`src/rtl/xadd_pkg.sv`:
```
package xadd_pkg;

   typedef enum logic [2:0] {
      K_NOP  = 3'd0,
      K_ADD  = 3'd1,
      K_DBL1 = 3'd2,
      K_DBL2 = 3'd3,
      K_ADD3 = 3'd4
   } kind_e;

   typedef struct packed {
      logic       accept;
      logic       we;
      logic       multi;
      logic [2:0] rread;
      kind_e      kind;
      logic [4:0] rd;
   } dec_t;

   localparam logic [6:0] OPC_CUSTOM = 7'h7B;
   localparam logic [6:0] OPC_FMA0   = 7'h43;
   localparam logic [6:0] OPC_FMA1   = 7'h47;
   localparam logic [6:0] OPC_FMA2   = 7'h4B;
   localparam logic [6:0] OPC_FMA3   = 7'h4F;
   localparam logic [4:0] RD_FIXED   = 5'd10;

endpackage

```
`src/rtl/xadd_decode.sv`:
```
module xadd_decode
   import xadd_pkg::*;
#(
   parameter bit HAS_RS3 = 1'b1
) (
   input  logic [31:0] instr,
   output dec_t        dec
);

   logic [6:0] opc;
   logic [2:0] f3;
   logic [6:0] f7;
   logic       fma_opc;
   logic       rs3_ok;

   assign opc = instr[6:0];
   assign f3  = instr[14:12];
   assign f7  = instr[31:25];
   assign fma_opc = (opc == OPC_FMA0) || (opc == OPC_FMA1) ||
                    (opc == OPC_FMA2) || (opc == OPC_FMA3);

   generate
      if (HAS_RS3) begin : g_rs3
         assign rs3_ok = 1'b1;
      end else begin : g_no_rs3
         assign rs3_ok = 1'b0;
      end
   endgenerate

   always_comb begin
      dec = '0;
      dec.kind = K_NOP;
      dec.rd = instr[11:7];
      if (opc == OPC_CUSTOM && instr[31:7] == 25'd0) begin
         dec.accept = 1'b1;
         dec.rd     = 5'd0;
      end else if (opc == OPC_CUSTOM && f3 == 3'b001) begin
         unique case (f7)
            7'd0: begin dec.accept = 1'b1; dec.kind = K_ADD;  dec.rread = 3'b011; end
            7'd1: begin dec.accept = 1'b1; dec.kind = K_DBL1; dec.rread = 3'b001; end
            7'd2: begin dec.accept = 1'b1; dec.kind = K_DBL2; dec.rread = 3'b010; end
            7'd3: begin dec.accept = 1'b1; dec.kind = K_ADD;  dec.rread = 3'b011;
                        dec.multi = 1'b1; end
            default: ;
         endcase
         dec.we = dec.accept;
      end else if (rs3_ok && fma_opc && instr[26:25] == 2'b00 && f3 == 3'b000) begin
         dec.accept = 1'b1;
         dec.we     = 1'b1;
         dec.kind   = K_ADD3;
         dec.rread  = 3'b111;
      end else if (rs3_ok && opc == OPC_FMA0 && f7 == 7'b0000100 && f3 == 3'b001) begin
         dec.accept = 1'b1;
         dec.we     = 1'b1;
         dec.kind   = K_ADD3;
         dec.rread  = 3'b111;
         dec.rd     = RD_FIXED;
      end
      if (!dec.accept) begin
         dec.rd = 5'd0;
      end
   end

endmodule

```
`src/rtl/xadd_cexpand.sv`:
```
module xadd_cexpand
   import xadd_pkg::*;
(
   input  logic [15:0] cword,
   output logic        accept,
   output logic [31:0] xword
);

   logic hit;
   assign hit = (cword[15:13] == 3'b111) && (cword[1:0] == 2'b00);

   always_comb begin
      accept = hit;
      xword  = 32'd0;
      if (hit) begin
         if (cword[12]) begin
            xword = {7'd0, cword[6:2], cword[11:7], 3'b001, RD_FIXED, OPC_CUSTOM};
         end else begin
            xword = {25'd0, OPC_CUSTOM};
         end
      end
   end

endmodule

```
`src/rtl/xadd_exec.sv`:
```
module xadd_exec
   import xadd_pkg::*;
#(
   parameter int unsigned XLEN   = 32,
   parameter int unsigned NR_RS  = 3,
   parameter int unsigned IDW    = 4,
   parameter int unsigned HARTW  = 2,
   parameter int unsigned MC_LAT = 4
) (
   input  logic                  clk,
   input  logic                  rst_n,
   input  logic                  fire,
   input  dec_t                  dec,
   input  logic [NR_RS*XLEN-1:0] ops,
   input  logic [IDW-1:0]        id,
   input  logic [HARTW-1:0]      hart,
   output logic                  busy,
   output logic                  out_valid,
   output logic [XLEN-1:0]       out_data,
   output logic [IDW-1:0]        out_id,
   output logic [HARTW-1:0]      out_hart,
   output logic [4:0]            out_rd,
   output logic                  out_we
);

   localparam int unsigned CW = $clog2(MC_LAT + 1);
   localparam logic [CW-1:0] CNT_LOAD = CW'(MC_LAT - 1);

   logic [XLEN-1:0] r1, r2, r3, sum;

   assign r1 = ops[XLEN-1:0];
   assign r2 = ops[2*XLEN-1:XLEN];

   generate
      if (NR_RS >= 3) begin : g_op3
         assign r3 = ops[3*XLEN-1:2*XLEN];
      end else begin : g_op2
         assign r3 = '0;
      end
   endgenerate

   always_comb begin
      unique case (dec.kind)
         K_ADD:   sum = r1 + r2;
         K_DBL1:  sum = r1 + r1;
         K_DBL2:  sum = r2 + r2;
         K_ADD3:  sum = r1 + r2 + r3;
         default: sum = '0;
      endcase
   end

   logic [CW-1:0]    cnt_q;
   logic [XLEN-1:0]  p_data;
   logic [IDW-1:0]   p_id;
   logic [HARTW-1:0] p_hart;
   logic [4:0]       p_rd;
   logic             p_we;

   assign busy = (cnt_q != '0);

   always_ff @(posedge clk or negedge rst_n) begin
      if (!rst_n) begin
         cnt_q     <= '0;
         p_data    <= '0;
         p_id      <= '0;
         p_hart    <= '0;
         p_rd      <= '0;
         p_we      <= 1'b0;
         out_valid <= 1'b0;
         out_data  <= '0;
         out_id    <= '0;
         out_hart  <= '0;
         out_rd    <= '0;
         out_we    <= 1'b0;
      end else begin
         out_valid <= 1'b0;
         if (fire && !dec.multi) begin
            out_valid <= 1'b1;
            out_data  <= sum;
            out_id    <= id;
            out_hart  <= hart;
            out_rd    <= dec.rd;
            out_we    <= dec.we;
         end
         if (fire && dec.multi) begin
            cnt_q  <= CNT_LOAD;
            p_data <= sum;
            p_id   <= id;
            p_hart <= hart;
            p_rd   <= dec.rd;
            p_we   <= dec.we;
         end else if (busy) begin
            cnt_q <= cnt_q - 1'b1;
            if (cnt_q == CW'(1)) begin
               out_valid <= 1'b1;
               out_data  <= p_data;
               out_id    <= p_id;
               out_hart  <= p_hart;
               out_rd    <= p_rd;
               out_we    <= p_we;
            end
         end
      end
   end

   p_busy_drain_r8: assert property (@(posedge clk) disable iff (!rst_n)
      (busy && !fire) |=> (cnt_q == $past(cnt_q) - 1'b1));

endmodule

```
`src/rtl/xadd_copro.sv`:
```
module xadd_copro
   import xadd_pkg::*;
#(
   parameter int unsigned XLEN   = 32,
   parameter int unsigned NR_RS  = 3,
   parameter int unsigned IDW    = 4,
   parameter int unsigned HARTW  = 2,
   parameter int unsigned MC_LAT = 4
) (
   input  logic                  clk,
   input  logic                  rst_n,
   input  logic                  iss_valid,
   input  logic [31:0]           iss_instr,
   input  logic [IDW-1:0]        iss_id,
   input  logic [HARTW-1:0]      iss_hart,
   input  logic [NR_RS*XLEN-1:0] iss_ops,
   output logic                  iss_ready,
   output logic                  iss_accept,
   output logic                  iss_writeback,
   output logic [2:0]            iss_rdread,
   input  logic                  cmp_valid,
   input  logic [15:0]           cmp_instr,
   output logic                  cmp_accept,
   output logic [31:0]           cmp_instr_out,
   output logic                  res_valid,
   output logic [XLEN-1:0]       res_data,
   output logic [IDW-1:0]        res_id,
   output logic [HARTW-1:0]      res_hart,
   output logic [4:0]            res_rd,
   output logic                  res_we
);

   localparam bit HAS_RS3 = (NR_RS >= 3);

   generate
      if (NR_RS < 2 || NR_RS > 3) begin : g_bad_nr
         $error("xadd_copro: NR_RS must be 2 or 3");
      end
      if (MC_LAT < 2) begin : g_bad_lat
         $error("xadd_copro: MC_LAT must be at least 2");
      end
      if (XLEN < 8) begin : g_bad_xlen
         $error("xadd_copro: XLEN too small");
      end
   endgenerate

   dec_t dec;
   logic busy;
   logic fire;
   logic c_hit;

   xadd_decode #(.HAS_RS3(HAS_RS3)) u_dec (
      .instr (iss_instr),
      .dec   (dec)
   );

   xadd_cexpand u_cexp (
      .cword  (cmp_instr),
      .accept (c_hit),
      .xword  (cmp_instr_out)
   );

   assign cmp_accept = cmp_valid && c_hit;

   assign iss_ready     = !busy;
   assign iss_accept    = iss_valid && dec.accept;
   assign iss_writeback = iss_valid && dec.we;
   assign iss_rdread    = iss_valid ? dec.rread : 3'b000;
   assign fire          = iss_valid && iss_ready && dec.accept;

   xadd_exec #(
      .XLEN(XLEN), .NR_RS(NR_RS), .IDW(IDW), .HARTW(HARTW), .MC_LAT(MC_LAT)
   ) u_exec (
      .clk       (clk),
      .rst_n     (rst_n),
      .fire      (fire),
      .dec       (dec),
      .ops       (iss_ops),
      .id        (iss_id),
      .hart      (iss_hart),
      .busy      (busy),
      .out_valid (res_valid),
      .out_data  (res_data),
      .out_id    (res_id),
      .out_hart  (res_hart),
      .out_rd    (res_rd),
      .out_we    (res_we)
   );

   p_single_next_r7: assert property (@(posedge clk) disable iff (!rst_n)
      (fire && !dec.multi) |=> (res_valid && res_id == $past(iss_id) &&
                                res_hart == $past(iss_hart)));

   p_multi_hold_r8: assert property (@(posedge clk) disable iff (!rst_n)
      (fire && dec.multi) |=> (!iss_ready && !res_valid));

   p_reject_silent_r5: assert property (@(posedge clk) disable iff (!rst_n)
      (iss_valid && iss_ready && !iss_accept) |=> !res_valid);

   p_nop_reads_none_r1: assert property (@(posedge clk) disable iff (!rst_n)
      (iss_accept && !iss_writeback) |-> (iss_rdread == 3'b000));

   p_cexp_custom_r6: assert property (@(posedge clk) disable iff (!rst_n)
      cmp_accept |-> (cmp_instr_out[6:0] == OPC_CUSTOM));

   p_reset_quiet_r10: assert property (@(posedge clk) disable iff (!rst_n)
      $rose(rst_n) |-> (!res_valid && iss_ready));

endmodule

```
`config.mk`:
```
export PLATFORM = sky130hd
export DESIGN_NAME = xadd_copro
export DESIGN_NICKNAME = d
export VERILOG_FILES = /design/src/rtl/xadd_pkg.sv /design/src/rtl/xadd_decode.sv /design/src/rtl/xadd_cexpand.sv /design/src/rtl/xadd_exec.sv /design/src/rtl/xadd_copro.sv
export SDC_FILE = /design/constraint.sdc
export NUM_CORES = 1
export LEC_CHECK = 0
export BUFFER_PORTS_ARGS = -buffer_cell sky130_fd_sc_hd__buf_4
export CORE_ASPECT_RATIO = 1.75
export CORE_MARGIN = 3
export CORE_UTILIZATION = 35
export DETAILED_ROUTE_END_ITERATION = 12
export GPL_TIMING_DRIVEN = 0
export PLACE_DENSITY_LB_ADDON = 0.12
export SETUP_SLACK_MARGIN = 0.4
export SYNTH_ARGS = -nofsm -noshare
export SYNTH_HDL_FRONTEND = slang
export SYNTH_HIERARCHICAL = 1
export SYNTH_SLANG_ARGS = --single-unit
```
`constraint.sdc`:
```
create_clock -name clk -period 3.4 [get_ports clk]
set_clock_uncertainty 0.15 [all_clocks]
set_input_delay 0.17 -clock clk [delete_from_list [all_inputs] [get_ports clk]]
set_output_delay 0.17 -clock clk [all_outputs]
set_load 0.05 [all_outputs]
```
# Word level (Yosys, flattened, before mapping)
# Cells that the tools add are included.
[totals]
regBits = 92
out_inout_bits = 84
inputBits = 154
[op_classes]
add_sub_neg = 5
n_reduce_logical = 28
n_eq_ne = 16
muxes = 46
[op_table]
columns = ["operator", "n"]
rows = [
  ["32-bit two-way mux", 5],
  ["32-bit adder", 4],
  ["32-bit case mux with 4 select lines", 1],
  ["5-bit two-way mux", 8],
  ["7-bit == test, second input constant", 5],
  ["25-bit logical NOT", 1],
  ["25-bit two-way mux", 1],
  ["4-bit two-way mux", 4],
  ["5-bit case mux with 3 select lines", 1],
  ["7-bit by 2-bit == test with 1-bit output, second input constant", 2],
  ["1-bit logical AND", 14],
  ["2-bit two-way mux", 7],
  ["1-bit two-way mux", 12],
  ["6-bit two-way mux", 2],
  ["11-bit two-way mux", 1],
  ["3-bit by 1-bit == test with 1-bit output, second input constant", 3],
  ["3-bit two-way mux", 3],
  ["8-bit two-way mux", 1],
  ["7-bit by 1-bit == test with 1-bit output, second input constant", 1],
  ["7-bit by 3-bit == test with 1-bit output, second input constant", 1],
  ["7-bit logical NOT", 1],
  ["3-bit by 2-bit == test with 1-bit output, second input constant", 2],
  ["3-bit == test, second input constant", 2],
  ["2-bit logical NOT", 2],
  ["8 further kinds", 11],
]

# Depth between registers and ports, before layout
# Gate-level depths: netlist (run 1).
[depth]
ltp_word = 15
depth_mapped = 20
depth_no_buf = 19

# Modules after synthesis
# The synthesis (run 1) kept the hierarchy.
[by_module_without_submodules]
columns = ["mod", "instances", "area_each_um2", "cells_each", "seq_area_each_um2"]
rows = [
  ["xadd_exec", 1, 8055.2, 1024, 2302.2],
  ["xadd_cexpand", 1, 387.9, 49, 0.0],
  ["xadd_decode", 1, 262.8, 41, 0.0],
  ["xadd_copro", 1, 56.3, 8, 0.0],
]

# Least setup slack after synthesis (run 1)
# Ideal clock, no wire load.
[synth_path]
kind = "input -> register"
startpoint = "input port iss_ops[3]"
endpoint = "register u_exec.out_data[27]"
arrival_ns = 4.003
path_stages = 19
slack_ns = -0.887
setup_time_ns = 0.134
cell_sequence = "ha_1 -> and2_1 -> a221o_1 -> nor2_1 -> o21ai_0 -> a21o_1 -> a21o_1 -> a21oi_1 -> xnor2_1 -> ha_1 -> clkbuf_1 -> o21ai_0 -> o211ai_1 -> a221oi_1 -> nand2_1 -> a311oi_2 -> xnor2_1 -> a2111oi_0 -> o21ai_1"
[synth_via]
elab_chain_len = 7
word_cells_on_any_way = 8
[synth_lines]
columns = ["item", "line", "text"]
rows = [
  ["from (decl)", "xadd_copro.sv:16", "input logic [NR_RS*XLEN-1:0] iss_ops,"],
  ["32-bit adder", "xadd_exec.sv:44, xadd_exec.sv:47", ""],
  ["32-bit adder", "xadd_exec.sv:47", "K_ADD3: sum = r1 + r2 + r3;"],
  ["32-bit case mux with 4 select lines *", "xadd_exec.sv:43", "unique case (dec.kind)"],
  ["32-bit two-way mux *", "xadd_exec.sv:77", "if (fire && !dec.multi) begin"],
  ["32-bit two-way mux", "xadd_exec.sv:94", "if (cnt_q == CW'(1)) begin"],
  ["32-bit two-way mux", "xadd_exec.sv:92", "end else if (busy) begin"],
  ["32-bit two-way mux *", "xadd_exec.sv:85", "if (fire && dec.multi) begin"],
  ["to (signal assigned)", "xadd_exec.sv:79", "out_data <= sum;"],
  ["to (signal assigned)", "xadd_exec.sv:96", "out_data <= p_data;"],
  ["to (decl)", "xadd_exec.sv:19", "output logic [XLEN-1:0] out_data,"],
]
# Every way passes the cells marked *; elsewhere a longest branch is shown, timed or not.
# A chain may end at the register's enable or synchronous reset.

# Worst setup path in the final report (run 1)
[layout_path]
startpoint = "input port iss_ops[13]"
endpoint = "register u_exec.out_data[28]"
# Same word-level chain as after synthesis.

==> results of run 1 <==
## area by class of cell
class	count	area, um^2
fillers	2249	10590
multi-input cells	919	7368
repair buffers	348	2761
flip-flops and latches	92	2302
plain buffers	89	769.5
well taps	312	390.4
clock buffers	10	239.0
inverters	34	132.6
clock inverters	6	71.32
## per-layer routing
layer | GRT usage | up-vias
met2 | 0.4912 | 368
li1 | - | 4836
met1 | 0.2774 | 4887
met4 | 0.1082 | 0
met3 | 0.01840 | 96
met5 | 0 | -
## per-stage QoR
| stage | setup TNS [ns] | total power, W |
|---|---|---|
| final | -19.02 | 0.004820 |
| after global routing | -26.26 | 0.005070 |
| after CTS | -15.22 | 0.004330 |
| after detailed placement | -76.28 | 0.002894 |
| after global placement | -73.78 | 0.002888 |
| after floorplan | -4.889 | 0.002406 |
## power by group through the flow
stage / Combinational [W] / Sequential [W] / Clock, W
5_1_grt: 0.00286 / 0.00110 / 0.00111
3_3_place_gp: 0.00176 / 0.00112 / 0
6_report: 0.00268 / 0.00110 / 0.00104
3_5_place_dp: 0.00177 / 0.00112 / 0
4_1_cts: 0.00217 / 0.00110 / 0.00106
2_1_floorplan: 0.00127 / 0.00114 / 0
## worst min-delay path, cell delays in order
cell and delay [ns]:
sky130_fd_sc_hd__buf_4 0.10, sky130_fd_sc_hd__a221oi_4 0.06, sky130_fd_sc_hd__o21ai_0 0.14
## state kept, by name, indices dropped and copies added, names as in the netlist
register and cells:
u_exec/out_data 32, u_exec/p_data 32, u_exec/out_rd 5, u_exec/p_rd 5, u_exec/out_id 4, u_exec/p_id 4, u_exec/cnt_q 3, u_exec/out_hart 2
u_exec/p_hart 2, u_exec/out_valid 1, u_exec/out_we 1, u_exec/p_we 1
## worst max path at each step
stage | endpoint | slack (ns) | depth (start not counted)
after floorplan | u_exec/out_data[27] | -0.43 | 19
after global placement | u_exec/out_data[28] | -1.84 | 19
after detailed placement | u_exec/out_data[28] | -1.87 | 19
after CTS | u_exec/p_data[28] | -0.64 | 19
after global routing | u_exec/out_data[28] | -0.87 | 21
final | u_exec/out_data[28] | -0.70 | 21
## cell usage in the layout (no fill, tap or decap), drive strengths merged, types with 10 or more instances in the layout
cell type	instances
buf	379
nand2	170
o21ai	99
dfrtp	92
a21oi	89
nor2	77
ha	67
clkbuf	60
xnor2	38
inv	36
a31oi	25
a21o	23
nand3	23
and3	20
nor4	19
xor2	18
and2	18
a221oi	15
nand4	14
a211oi	14
conb	13
o21bai	13
a22o	13
nor3	12
a2111oi	11
or3	10
a22oi	10
## logic make-up (layout without fill, tap and decap cells)
logic type | count (synthesis) | after routing | share of synthesized area
simple gates | 391 | 391 | 0.2168
mux | 11 | 11 | 0.01299
compound gates | 379 | 379 | 0.2859
other cells | 1 | 13 | 0.0004280
fa+ha+maj | 69 | 69 | 0.1002
flops | 92 | 92 | 0.2627
xor+xnor | 56 | 56 | 0.05598
buf+inv | 123 | 487 | 0.06497
## timing repair
| action | in CTS | in global routing |
|---|---|---|
| setup endpoints to repair | 90 | 72 |
| gates resized for setup | 232 | 150 |
| buffers inserted | 63 | 53 |
| hold buffers | 8 | 0 |
| pin swaps | 71 | 71 |
| hold endpoints to repair | 105 | 0 |
==> out/metrics.json, run 1 <==
{
  "pwr": {
    "pwr-share-comb": 0.556,
    "sequentialPowerShare": 0.229,
    "swShare": 0.3845,
    "power-per-cell-area_mw_per_mm2": 343.4,
    "clock_power_share": 0.216,
    "internal_power_w": 0.002966,
    "ir_worst_vdd_uv": 263.4,
    "net-switching-power_w": 0.001853,
    "leakagePower_nw": 6.424
  },
  "clocking": {
    "clock_buffers_created_by_tritoncts": 9,
    "clk_pin_slew_ns": 0.07,
    "number_of_sinks_on_the_clock_net": 92,
    "clock_insertion_delay_worst_skew_ns": 0.34,
    "cts-root-buf": "sky130_fd_sc_hd__clkbuf_16",
    "clock_tree_from_tritoncts": "done",
    "clock_tree.htree_level_count": 3,
    "cts.path.max_buffers": 2
  },
  "placement": {
    "port_buffers": 224,
    "dp_hpwl_um": 27910,
    "post-place-cells": 1670,
    "placed_cell_area_mm2": 0.01120,
    "last_weighted_congestion_value_of_the_routability_driven_placer": 0.9367,
    "place_worst_setup_slack_ns": -1.868
  },
  "critical_path": {
    "crit_path_class": "in2reg",
    "cp_cell_sequence": "buf_4, ha_1, clkbuf_2, nand2_2, nor4_4, buf_4, a221oi_2, o21ai_2, or2_4, xor2_2, ha_1, buf_8, a21o_1, a21o_1, a21oi_2, o311ai_2, a211oi_2, xor2_1, nor2_2, a2111oi_4, o21ai_1",
    "crit_slowest_cell": "sky130_fd_sc_hd__a211oi_2",
    "critPathMaxFanout": 7,
    "worst_path_buf_inv": 4,
    "worst_setup_path_end_kind": "flip-flop",
    "reg2reg_setup_slack_ns": 0.75,
    "critPathTopFamily": "compound AO/OA/AOI/OAI gates",
    "cp_slowest_stage_delay_ns": 0.35,
    "kind_of_start_point_of_the_critical_path": "primary input",
    "worst-endpoint-arrival_ns": 4.18,
    "critical_path.startpoint": "iss_ops[13]",
    "critical_path.reg2reg.endpoint": "u_exec/out_data[23]",
    "reg2reg_depth": 10,
    "worst_ep_required_time_ns": 3.48,
    "worstReg2RegStart": "u_exec/cnt_q[0]"
  },
  "layout": {
    "design_area_mm2": 0.01403,
    "final_nets": 1716,
    "post-route-util": 0.5699,
    "antenna-diode-count": 0,
    "layout-drive-gt1-share": 0.4426,
    "area.growth.synth_to_final_pct": 60.17,
    "final-instance-count-excl-fill": 1810
  },
  "timing": {
    "post-route-period-util": 1.207,
    "timing.final.setup_violations": 45,
    "whs_ns": 0.02393,
    "max_clock_freq_mhz": 243.8,
    "worstMarginPinSlew_ns": 1.184,
    "timing.final.max_slew_violations": 0,
    "grt_setup_unrepaired": "true",
    "report.final.hold_viol_count": 0,
    "timing.final.crit_period_ns": 4.102,
    "slew_headroom": 0.2106,
    "layout_setup_ws_ns": -0.7025
  },
  "drt": {
    "wl_met1_um": 13130,
    "routed-via-count": 10187,
    "drt_wl_total_um": 36410,
    "drt_iter0_drc": 638,
    "met3WireLength_um": 1709,
    "drtAntennaViolNets": 0,
    "drt_drc": 0,
    "detail_route.vias_per_cell": 5.628,
    "drt_pass1_iterations": 5,
    "routed.top_layer": "met4",
    "post_drt_wl_per_cell_um": 20.11,
    "routed-wl-met2_um": 19820
  },
  "global_routing": {
    "grt_util_overall": 0.2535,
    "overflow": 0,
    "grt_start_max_net_pins": 93,
    "number_of_global_route_vias_before_repair": 10212,
    "antenna_found_initial": 0,
    "global_route_wire_length_before_repair_um": 54920
  },
  "min_path": {
    "min_path_type": "in2reg",
    "hp-start": "iss_ops[37]",
    "hold-path-endpoint": "u_exec/p_data[6]",
    "hold_path_depth": 3
  },
  "floorplan": {
    "initial_core_utilization": 0.3558,
    "core_region_area_mm2": 0.02463,
    "rows": 76,
    "die_outline_height_um": 215.3,
    "die_w_um": 125.6,
    "ioPinCount": 238,
    "die_area_mm2": 0.02704
  },
  "synthesis": {
    "sequential_share_of_the_synthesized_area": 0.2627,
    "total_number_of_yosys_warnings": 6,
    "synth_enable_flop_cells": 0,
    "average_cell_area_after_synthesis_um2": 7.809,
    "proportion_of_register_bits_with_asynchronous_set_or_reset_after_synthesis": 1.000,
    "yosys.area.top_type": "sky130_fd_sc_hd__dfrtp_1",
    "synthMostInstantiatedCell": "sky130_fd_sc_hd__nand2_1",
    "synth_top_flop_cell": "sky130_fd_sc_hd__dfrtp_1",
    "ys_types": 82,
    "synth_top_cell_area_share": 0.2627,
    "yosys-top-cells-area": "sky130_fd_sc_hd__dfrtp_1 26%, sky130_fd_sc_hd__ha_1 9.6%, sky130_fd_sc_hd__nand2_1 7.3%",
    "synth.top_cells.by_count": "170 x sky130_fd_sc_hd__nand2_1, 93 x sky130_fd_sc_hd__o21ai_0, 92 x sky130_fd_sc_hd__dfrtp_1",
    "number_of_register_bits_inferred_by_synthesis": 92,
    "syn-cell-area_mm2": 0.008762,
    "syn-instance-count": 1122
  },
  "status": {
    "run_status": "complete, but fails checks",
    "violations": "setup timing"
  },
  "run": {
    "max-cap-violations": 0
  }
}
(Power assumes the default switching activity.)
==> run 2, diff against run 1 <==
- PLACE_DENSITY_LB_ADDON: 0.12 -> 0.08
==> out/metrics.json, run 2 (synthesis results as in run 1) <==
{
  "status": {
    "run_status": "complete, but fails checks",
    "violations": "setup timing"
  },
  "floorplan": {
    "rows": {"value": 76, "change": "unchanged"},
    "die_outline_height": {"value": 215.3, "unit": "um", "change": "unchanged"},
    "ioPinCount": {"value": 238, "change": "unchanged"},
    "die_w": {"value": 125.6, "unit": "um", "change": "unchanged"},
    "die_area": {"value": 0.02704, "unit": "mm^2", "change": "unchanged"},
    "initial_core_utilization": {"value": 0.3558, "change": "unchanged"},
    "core_region_area": {"value": 0.02463, "unit": "mm^2", "change": "unchanged"}
  },
  "clocking": {
    "cts.path.max_buffers": {"value": 2, "change": "unchanged"},
    "clk_pin_slew": {"value": 0.07, "unit": "ns", "change": "about the same"},
    "clock_tree.htree_level_count": {"value": 3, "change": "unchanged"},
    "clock_tree_from_tritoncts": "done",
    "cts-root-buf": "sky130_fd_sc_hd__clkbuf_16",
    "number_of_sinks_on_the_clock_net": {"value": 92, "change": "unchanged"},
    "clock_buffers_created_by_tritoncts": {"value": 9, "change": "unchanged"},
    "clock_insertion_delay_worst_skew": {"value": 0.35, "unit": "ns", "change": "about the same"}
  },
  "pwr": {
    "ir_worst_vdd": {"value": 221.5, "unit": "uV", "change": "-16%"},
    "leakagePower": {"value": 6.570, "unit": "nW", "change": "+2.3%"},
    "power-per-cell-area": {"value": 352.5, "unit": "mW/mm^2", "change": "+2.7%"}
  },
  "global_routing": {
    "grt_start_max_net_pins": {"value": 93, "change": "unchanged"},
    "overflow": {"value": 0, "change": "unchanged"},
    "grt_util_overall": {"value": 0.2628, "change": "+0.009337"},
    "antenna_found_initial": {"value": 0, "change": "unchanged"},
    "number_of_global_route_vias_before_repair": {"value": 10379, "change": "+1.6%"},
    "global_route_wire_length_before_repair": {"value": 56340, "unit": "um", "change": "+2.6%"}
  },
  "placement": {
    "port_buffers": {"value": 224, "change": "unchanged"},
    "dp_hpwl": {"value": 28600, "unit": "um", "change": "+2.5%"},
    "last_weighted_congestion_value_of_the_routability_driven_placer": {"value": 0.9233, "change": "-1.4%"},
    "post-place-cells": {"value": 1670, "change": "unchanged"}
  },
  "min_path": {
    "hp-start": "iss_ops[37]",
    "min_path_type": "in2reg",
    "hold_path_depth": {"value": 3, "change": "unchanged"},
    "hold-path-endpoint": "u_exec/p_data[6]"
  },
  "run": {
    "max-cap-violations": {"value": 0, "change": "unchanged"}
  },
  "timing": {
    "grt_setup_unrepaired": "true",
    "timing.final.crit_period": {"value": 4.092, "unit": "ns", "change": "-0.01014 ns"},
    "fin_setup_tns": {"value": -19.34, "unit": "ns", "change": "-0.3262 ns"},
    "layout_setup_ws": {"value": -0.6923, "unit": "ns", "change": "+0.01014 ns"},
    "max_clock_freq": {"value": 244.4, "unit": "MHz", "change": "+0.25%"},
    "timing.final.max_slew_violations": {"value": 0, "change": "unchanged"},
    "report.final.hold_viol_count": {"value": 0, "change": "unchanged"},
    "timing.final.setup_violations": {"value": 45, "change": "unchanged"},
    "slew_headroom": {"value": 0.1957, "change": "-0.01493"},
    "post-route-period-util": {"value": 1.204, "change": "-0.002981"},
    "worstMarginPinSlew": {"value": 1.207, "unit": "ns", "change": "+0.02240 ns"}
  },
  "drt": {
    "drtAntennaViolNets": {"value": 0, "change": "unchanged"},
    "drt_pass1_iterations": {"value": 5, "change": "unchanged"},
    "routed-via-count": {"value": 10235, "change": "+0.47%"},
    "drt_drc": {"value": 0, "change": "unchanged"},
    "drt_wl_total": {"value": 37560, "unit": "um", "change": "+3.2%"},
    "drt_iter0_drc": {"value": 530, "change": "-17%"},
    "post_drt_wl_per_cell": {"value": 20.56, "unit": "um", "change": "+2.2%"},
    "detail_route.vias_per_cell": {"value": 5.602, "change": "-0.46%"}
  },
  "layout": {
    "final_nets": {"value": 1733, "change": "+0.99%"},
    "final_common_cell": "sky130_fd_sc_hd__buf_4",
    "layout_common_cells": "362 x sky130_fd_sc_hd__buf_4, 159 x sky130_fd_sc_hd__nand2_1, 92 x sky130_fd_sc_hd__dfrtp_1, 63 x sky130_fd_sc_hd__nor2_1, 58 x sky130_fd_sc_hd__a21oi_1",
    "final-instance-count-excl-fill": {"value": 1827, "change": "+0.94%"},
    "biggestRegsByFlops": "u_exec/out_data (32), u_exec/p_data (32)",
    "layout-drive-gt1-share": {"value": 0.4706, "change": "+0.02804"},
    "area.growth.synth_to_final_pct": 64.39,
    "antenna-diode-count": {"value": 0, "change": "unchanged"},
    "n_fill_cell": {"value": 2249, "change": "unchanged"}
  },
  "critical_path": {
    "kind_of_start_point_of_the_critical_path": "primary input",
    "reg2reg_depth": {"value": 10, "change": "unchanged"},
    "reg2reg_setup_slack": {"value": 0.84, "unit": "ns", "change": "+0.09 ns"},
    "worst_setup_path_end_kind": "flip-flop",
    "worst_ep_required_time": {"value": 3.48, "unit": "ns", "change": "about the same"},
    "critPathMaxFanout": {"value": 3, "change": "-4"},
    "crit_path_class": "in2reg",
    "worstReg2RegStart": "u_exec/cnt_q[0]",
    "worst-endpoint-arrival": {"value": 4.17, "unit": "ns", "change": "about the same"},
    "critical_path.reg2reg.endpoint": "u_exec/out_data[22]"
  }
}
## run 2: cell types whose count changed in the layout (fill, tap and decap cells not counted), moves of 3 or more
cell and change:
sky130_fd_sc_hd__buf_4 +26, sky130_fd_sc_hd__clkbuf_2 -8, sky130_fd_sc_hd__xnor2_1 -7, sky130_fd_sc_hd__ha_4 +6, sky130_fd_sc_hd__o21ai_0 -6, sky130_fd_sc_hd__ha_1 -5
sky130_fd_sc_hd__inv_1 -5, sky130_fd_sc_hd__a211oi_2 +4, sky130_fd_sc_hd__inv_2 +4, sky130_fd_sc_hd__xnor2_4 +4, sky130_fd_sc_hd__nor2_1 -3, sky130_fd_sc_hd__o21ai_1 +3
sky130_fd_sc_hd__o21ai_2 +3, sky130_fd_sc_hd__xnor2_2 +3
## run 2: how the worst max path moves through the flow
stage / start / end / slack [ns] / depth (start not counted)
final: iss_ops[35] / u_exec/out_data[27] / -0.69 / 19
after global routing: iss_ops[40] / u_exec/out_data[27] / -0.85 / 18
after CTS: iss_ops[35] / u_exec/out_data[28] / -0.66 / 20
after detailed placement: iss_ops[18] / u_exec/out_data[28] / -2.10 / 19
after global placement: iss_ops[18] / u_exec/out_data[28] / -2.08 / 19
after floorplan: iss_ops[4] / u_exec/out_data[27] / -0.43 / 19
## run 2: area by class of cell
cell class                 instances  area [um^2]  share of cell area
sequential                        92         2302              0.1598
timing repair buffer             365         2874              0.1995
clock inverter                     7        82.58            0.005733
multi-input combinational        919         7615              0.5287
inverter                          34        132.6            0.009208
clock buffer                       9        225.2             0.01564
buffer                            89        782.0             0.05429
tap                              312        390.4             0.02710
## run 2: through the flow
| stage | setup WS, ns | area, um^2 | power [W] | util | hold slack, ns |
|---|---|---|---|---|---|
| final | -0.6923 | 14400 | 0.005077 | 0.5848 | 0.0003369 |
| after global routing | -0.8531 | 14400 | 0.005323 | 0.5848 | 0.01713 |
| after CTS | -0.6626 | 13510 | 0.004602 | 0.5484 | 0.01032 |
| after detailed placement | -2.098 | 11200 | 0.002911 | 0.4548 | 0.2279 |
| after global placement | -2.080 | 11200 | 0.002904 | 0.4548 | 0.2292 |
| after floorplan | -0.4305 | 9129 | 0.002406 | - | -0.2756 |
## run 2: critical path: stages
cell and delay (ns):
sky130_fd_sc_hd__buf_8 0.10, sky130_fd_sc_hd__ha_4 0.24, sky130_fd_sc_hd__and2_4 0.16, sky130_fd_sc_hd__a221o_1 0.39, sky130_fd_sc_hd__o2111ai_4 0.29, sky130_fd_sc_hd__buf_4 0.18
sky130_fd_sc_hd__nand3_4 0.11, sky130_fd_sc_hd__a221oi_4 0.32, sky130_fd_sc_hd__xnor2_2 0.15, sky130_fd_sc_hd__ha_2 0.24, sky130_fd_sc_hd__a21oi_4 0.15, sky130_fd_sc_hd__o211ai_1 0.13
sky130_fd_sc_hd__a221oi_2 0.32, sky130_fd_sc_hd__buf_4 0.19, sky130_fd_sc_hd__nand2_4 0.06, sky130_fd_sc_hd__a311oi_4 0.34, sky130_fd_sc_hd__xnor2_2 0.13, sky130_fd_sc_hd__a2111oi_2 0.38
sky130_fd_sc_hd__o21ai_1 0.11
## run 2: power breakdown
group / internal, W / switching, W / leakage [nW] / total (W)
clock: 0.000582 / 0.000465 / 0.145 / 0.00105
sequential: 0.00110 / 0.00000282 / 1.29 / 0.00110
combinational: 0.00142 / 0.00151 / 5.14 / 0.00293
total: 0.00310 / 0.00198 / 6.57 / 0.00508
## run 2: metal layers
layer  vias up  GRT usage  share of wire
li1       4864          -              -
met5         -          0              0
met3       115    0.03134          0.048
met2       370     0.4962           0.53
met4         0     0.1501          0.064
met1      4886     0.2750           0.35
## run 2: what timing repair did
action	in CTS	in global routing
pin swaps	111	107
endpoints found under the hold margin	105	0
setup endpoints to repair	91	77
buffers inserted	92	41
hold buffers	8	0
gates resized for setup	295	149
